File: config.mk
export PLATFORM = sky130hd
export DESIGN_NAME = clk_freq_mon
export DESIGN_NICKNAME = d
export VERILOG_FILES = /design/src/rtl/clk_freq_mon.sv
export SDC_FILE = /design/constraint.sdc
export NUM_CORES = 1
export LEC_CHECK = 0
export BUFFER_PORTS_ARGS = -buffer_cell sky130_fd_sc_hd__buf_2
export CORE_UTILIZATION = 32
export CTS_CLUSTER_SIZE = 40
export DETAILED_ROUTE_END_ITERATION = 16
export GPL_ROUTABILITY_DRIVEN = 0
export PLACE_DENSITY = 0.48
export REMOVE_ABC_BUFFERS = 1
export SLEW_MARGIN = 20
export SYNTH_ARGS = -nofsm -noshare
export SYNTH_HDL_FRONTEND = slang
export SYNTH_SLANG_ARGS = --single-unit
File: constraint.sdc
create_clock -name clk -period 2.25 [get_ports clk]
set_input_delay 0.225 -clock clk [delete_from_list [all_inputs] [get_ports clk]]
set_output_delay 0.225 -clock clk [all_outputs]
set_load 0.01 [all_outputs]
File: src/rtl/clk_freq_mon.sv
module clk_freq_mon #(
  parameter int MIN_CYC   = 20,
  parameter int SETTLE_T0 = 16
) (
  input  logic clk,
  input  logic rst_n,
  input  logic inhibit_i,
  input  logic t0_tick_i,
  input  logic ref_tick_i,
  input  logic en_wr_i,
  input  logic en_wdata_i,
  output logic en_o,
  output logic err_o,
  output logic error_n_o
);
  localparam int CW = $clog2(MIN_CYC + 1);
  localparam int PW = $clog2(SETTLE_T0);
  localparam logic [CW-1:0] PER_MAX = CW'(MIN_CYC - 1);
  localparam logic [PW-1:0] SC_LAST = PW'(SETTLE_T0 - 1);

  logic [CW-1:0] per_cnt;
  logic [PW-1:0] t0_ph, sc_q;
  logic slow_q, en_q, err_q, armed_q;
  logic hold_off, boundary;

  assign hold_off  = inhibit_i | ~en_q;
  assign boundary  = t0_tick_i & (t0_ph == '1);
  assign en_o      = en_q;
  assign err_o     = err_q;
  assign error_n_o = ~err_q;

  // Cycles since last reference tick, saturating at the threshold
  always_ff @(posedge clk or negedge rst_n) begin
    if (!rst_n) begin
      per_cnt <= '0;
      slow_q  <= 1'b1;
    end else if (ref_tick_i) begin
      per_cnt <= '0;
      slow_q  <= (per_cnt < PER_MAX);
    end else if (per_cnt != PER_MAX) begin
      per_cnt <= per_cnt + 1'b1;
    end
  end

  always_ff @(posedge clk or negedge rst_n) begin
    if (!rst_n)         t0_ph <= '0;
    else if (t0_tick_i) t0_ph <= t0_ph + 1'b1;
  end

  always_ff @(posedge clk or negedge rst_n) begin
    if (!rst_n)       en_q <= 1'b1;
    else if (en_wr_i) en_q <= en_wdata_i;
  end

  always_ff @(posedge clk or negedge rst_n) begin
    if (!rst_n) begin
      err_q   <= 1'b0;
      armed_q <= 1'b0;
      sc_q    <= '0;
    end else if (hold_off) begin
      err_q   <= 1'b0;
      armed_q <= 1'b0;
      sc_q    <= '0;
    end else if (slow_q) begin
      err_q   <= 1'b1;
      armed_q <= 1'b0;
      sc_q    <= '0;
    end else if (err_q && t0_tick_i) begin
      if (!armed_q) begin
        armed_q <= boundary;
        sc_q    <= '0;
      end else if (sc_q == SC_LAST) begin
        err_q   <= 1'b0;
        armed_q <= 1'b0;
        sc_q    <= '0;
      end else begin
        sc_q <= sc_q + 1'b1;
      end
    end
  end

  a_r2_inhibit_quiet: assert property (@(posedge clk) disable iff (!rst_n)
    inhibit_i |=> error_n_o);

  a_r9_disable_quiet: assert property (@(posedge clk) disable iff (!rst_n)
    !en_q |=> !err_o);

  a_r5_slow_raises: assert property (@(posedge clk) disable iff (!rst_n)
    (slow_q && en_q && !inhibit_i) |=> err_o);

  a_r7_clear_on_tick: assert property (@(posedge clk) disable iff (!rst_n)
    ($fell(err_q) && $past(en_q) && !$past(inhibit_i)) |-> ($past(armed_q) && $past(t0_tick_i)));

  a_r8_no_clear_when_slow: assert property (@(posedge clk) disable iff (!rst_n)
    ($past(slow_q) && $past(en_q) && !$past(inhibit_i)) |-> err_q);

  a_r6_pins_agree: assert property (@(posedge clk) disable iff (!rst_n)
    $rose(err_q) |-> $fell(error_n_o));
endmodule

* Word level (Yosys, flattened, before mapping) *
Index checks and enable logic that the tools add are counted.

storage, ports and cells
  logic and storage cells = 41
  memories kept = 0
  register bits = 17
  memory bits (read-only) = 0
  bits in latches = 0
  memory bits (writable) = 0

cells by class
  eq/ne operators = 3
  bitwise operators = 4
  muxes and demuxes = 17
  divide/modulo/power cells = 0
  multiply operators = 0
  reductions and logical operators = 6
  order comparisons = 1
  $add $sub $neg = 3
  shift operators = 0

operators with widths
  cell                                                           count
  4-bit two-way mux                                              5
  1-bit two-way mux                                              10
  5-bit two-way mux                                              2
  3-bit nonzero test                                             3
  4-bit by 1-bit adder with 4-bit output, second input constant  2
  4-bit == test, second input constant                           2
  5-bit by 1-bit adder with 5-bit output, second input constant  1
  5-bit less-than comparator, second input constant              1
  5-bit != test, second input constant                           1
  3-bit AND reduction                                            1
  1-bit NOT                                                      2
  2-bit nonzero test                                             1
  1-bit AND                                                      1
  1-bit logical AND                                              1
  1-bit bitwise OR                                               1

* Logic depth before layout (Yosys ltp) *
  word-level depth = 6
  gate-level depth with buffers = 4
  depth with buffers taken out = 4

* Least setup slack after synthesis *
OpenSTA, ideal clock, no wires.

  kind = register to register
  from = reg err_q (netlist: err_o)
  to = reg sc_q[3]
  stages on the path, launching flop included = 4
  arrival = 1101 ps
  period minus slack after synthesis = 1183 ps
  path slack = 1067 ps
  buffers on the path = 0
  cells stage by stage = dfrtp_1 and3_1 or3b_1 a31oi_1

on the way
  longest elaborated chain between the ends = 2

RTL lines
  element                              RTL line  RTL
  from (decl)                          23        logic slow_q, en_q, err_q, armed_q;
  from (signal assigned)               57        err_q <= 1'b0;
  from (signal assigned)               61        err_q <= 1'b0;
  from (signal assigned)               65        err_q <= 1'b1;
  1-bit logical AND                    68        end else if (err_q && t0_tick_i) begin
  3-bit nonzero test (no source line)  n/a
  to (signal assigned)                 77        sc_q <= sc_q + 1'b1;
  to (decl)                            22        logic [PW-1:0] t0_ph, sc_q;

Every way passes these cells.
A chain may end at the register's enable or synchronous reset.

* Worst setup path after layout *
  from = reg per_cnt[0]
  to = reg per_cnt[1]

on the way
  longest elaborated chain between the ends = 3
  elaborated cells between the ends (all ways) = 5

RTL lines
  element                                 RTL line  RTL
  from (decl)                             21        logic [CW-1:0] per_cnt;
  from (signal assigned)                  41        per_cnt <= per_cnt + 1'b1;
  5-bit by 1-bit adder with 5-bit output  41
  5-bit two-way mux                       40        end else if (per_cnt != PER_MAX) begin
  5-bit two-way mux                       37        end else if (ref_tick_i) begin

Parallel ways exist; a longest one is shown, timed or not. The select of a mux whose other input is x is not followed.

==> flow_summary_export.csv <==
group,metric,value,unit
cts,clkTransAtPathRegs,0.10,ns
placement,port-buffer-count,9,
floorplanning,die-area,2730,um^2
finish,fin_nets,99,
finish,drive_gt1_share,18.2,%
global_routing,antenna_found_initial,0,
cts,cts_tree,"done",
critical_path,cp_max_fo,4,
min_path,hold_path_class,"input pin to flop",
critical_path,slowest_stage,"dfrtp_1",
finish,n_antenna_cell,0,
timing,relSlewSlack,73.4,%
timing,hold_violations,0,
timing,maxSlewViolCount,0,
critical_path,r2r.worst_path.cells,4,
floorplanning,core.rowCount,17,
critical_path,rrSetupSlack,1.0,ns
critical_path,cp.arrival,1.44,ns
global_routing,grt.total_usage,13.4,%
pwr,p_leak,0.409,nW
critical_path,regToRegStartpoint,"per_cnt[0]",
timing,setup_viol_count_final,0,
global_routing,grt_pass1_wl,2570,um
pwr,power_density,730,nW/um^2
timing,fin_crit_sh,55.6,%
pwr,ir_drop,0.000440,V
detailed_routing,vias,576,
flow_run,drv_cap,0,
global_routing,grt_pass1_vias,581,
placement,dpl.hpwl,1010,um
critical_path,worstSetupPathType,"flop to flop",
synth,syn_inst,75,
floorplanning,die_x,52.3,um
synth,synth_sequential_area_ratio,52.9,%
global_routing,grt_max_degree,18,
timing,fin_tns_setup,0,ns
cts,cts_inserted_buffers,3,
timing,min_period,1.25,ns
detailed_routing,drc,0,
timing,max_freq,0.800,GHz
status,status,"finished clean",
detailed_routing,drt-wirelength-per-cell,12.5,um
critical_path,crit_chain,"ha_1 > and4bb_1 > mux2i_1 > nor2_1",
timing,worst_slack,1.00,ns
cts,h-tree-depth,1,
timing,clock_skew,0.00245,ns
cts,clock_sinks,17,
critical_path,max_stage_delay,0.41,ns
cts,root_buffer,"clkbuf_4",
finish,syn2layout_area_growth,13.0,%
synth,ys.warnings.count,0,
detailed_routing,via_per_inst,4.97,
detailed_routing,firstDrtPassIters,2,
cts,post_cts_resized,0,
critical_path,startpoint_type,"flop",
detailed_routing,ant_nets,0,
detailed_routing,wirelength,1450,um
cts,cts_buffer_depth,2,
critical_path,end_kind,"flop",
critical_path,timing.rr.end,"per_cnt[1]",
critical_path,startpoint,"per_cnt[0]",
cts,insertion_delay,0.29,ns
critical_path,cp_data_required_time,2.44,ns
floorplanning,start_util,35.2,%
floorplanning,die_h,52.3,um
synth,avgSynthCellArea,10.8,um^2
floorplanning,core_area,2300,um^2
critical_path,endpoint,"per_cnt[1]",
synth,synth_cell_types,24,
synth,synth-seq-cells,17,
synth,synth_area,808,um^2
detailed_routing,drt_iter0_drc,6,
global_routing,grt-ovfl-total,0,
floorplanning,ios,10,
timing,worst_slew_pin_slew,0.399,ns
timing,whs,0.161,ns
timing,rsz0062_at_grt,"no",
placement,dpl_worst_slack,0.989,ns
-- report_power, final --
part           leakage, nW  internal, mW  switching [mW]  total (mW)
combinational        0.176        0.0601          0.0468       0.107
clock               0.0150        0.0689          0.0993       0.168
sequential           0.218         0.353          0.0385       0.391
total                0.409         0.482           0.185       0.666
-- critical path, delay by kind of cell (launching register included) --
family	cells	cell delay, ns
muxes	1	0.20
adders and majority gates	1	0.22
and+or+nand+nor	2	0.32
DFF	1	0.41
-- what timing repair did --
item | CTS | global route
hold buffers | 1 | 0
buffers inserted | 0 | 0
endpoints found under the hold margin | 15 | 0
-- synth_stat cells --
cell | n | area [um^2]
a21oi_1 | 5 | 25.0
dfrtp_1 | 15 | 375
a31oi_1 | 2 | 12.5
nor2_1 | 7 | 26.3
buf_6 | 1 | 11.3
or3_1 | 1 | 6.26
ha_1 | 3 | 37.5
inv_1 | 2 | 7.51
a211o_1 | 1 | 8.76
and3_1 | 1 | 6.26
dfstp_2 | 2 | 52.6
xnor2_1 | 2 | 17.5
mux2_2 | 2 | 22.5
nand4_1 | 3 | 18.8
xor2_1 | 4 | 35.0
nor2b_1 | 3 | 18.8
nand2_1 | 5 | 18.8
o21ai_0 | 3 | 15.0
and4bb_1 | 1 | 12.5
or3b_1 | 1 | 8.76
nand3b_1 | 1 | 7.51
nand2b_1 | 3 | 18.8
nand3_1 | 5 | 25.0
mux2i_1 | 2 | 20.0
-- cells by family after synthesis --
logic type      Yosys count  synth area share (%)
mux                       4                  5.26
fa+ha+maj                 3                  4.64
xor+xnor                  6                  6.50
simple gates             31                  20.7
compound gates           11                  7.58
buf+inv                   3                  2.32
flops                    17                  52.9
-- layer usage --
metal	share of wire [%]	track usage (%)	vias to the layer above	wire length (um)
li1	-	-	288	-
met1	51	17.9	275	732
met2	44	19.9	9	640
met3	3.2	2.61	4	47
met4	1.9	7.89	0	27
met5	0	0	-	0
-- layout make-up --
type | instances | area, um^2
Fill cell | 237 | 1380
Multi-Input combinational cell | 55 | 362
Sequential cell | 17 | 428
Timing Repair Buffer | 10 | 55.1
Inverter | 2 | 7.51
Clock buffer | 4 | 26.3
Tap cell | 28 | 35.0
-- metrics by stage --
stage	total power [mW]	cell area (um^2)	utilization [%]	instances
after floorplan	0.468	797	-	74
after global placement	0.504	877	38.2	111
after detailed placement	0.507	877	38.2	111
after CTS	0.677	913	39.8	116
after global routing	0.713	913	39.8	116
final	0.666	913	39.8	116
-- cell usage in the layout (no fill, tap or decap), drive strengths merged, types with 2 or more instances in the layout --
| cell | netlist | routed |
|---|---|---|
| nand4 | 3 | 3 |
| nor2b | 3 | 3 |
| a31oi | 2 | 2 |
| mux2i | 2 | 2 |
| clkbuf | 0 | 4 |
| nand2 | 5 | 5 |
| nand3 | 5 | 5 |
| o21ai | 3 | 3 |
| dfrtp | 15 | 15 |
| a21oi | 5 | 5 |
| mux2 | 2 | 2 |
| buf | 1 | 9 |
| ha | 3 | 3 |
| inv | 2 | 2 |
| nor2 | 7 | 7 |
| xor2 | 4 | 4 |
| dfstp | 2 | 2 |
| xnor2 | 2 | 2 |
| nand2b | 3 | 3 |
-- sequential cells by signal, summed over array words and instances, names as in the netlist --
signal   cells
armed_q      1
err_o        1
per_cnt      5
sc_q         4
t0_ph        4
slow_q       1
en_o         1
-- worst min-delay path by stage --
stage                     startpoint  endpoint  slack, ns  cells past startpoint
final                     en_wdata_i      en_o       0.16                      2
after global routing      en_wdata_i      en_o       0.16                      2
after floorplan                rst_n   armed_q      -0.07                      0
after detailed placement       rst_n   sc_q[1]       0.18                      1
after global placement         rst_n   sc_q[3]       0.18                      1
after CTS                 en_wdata_i      en_o       0.16                      2
Note: power is estimated with default switching activity, not from simulation.
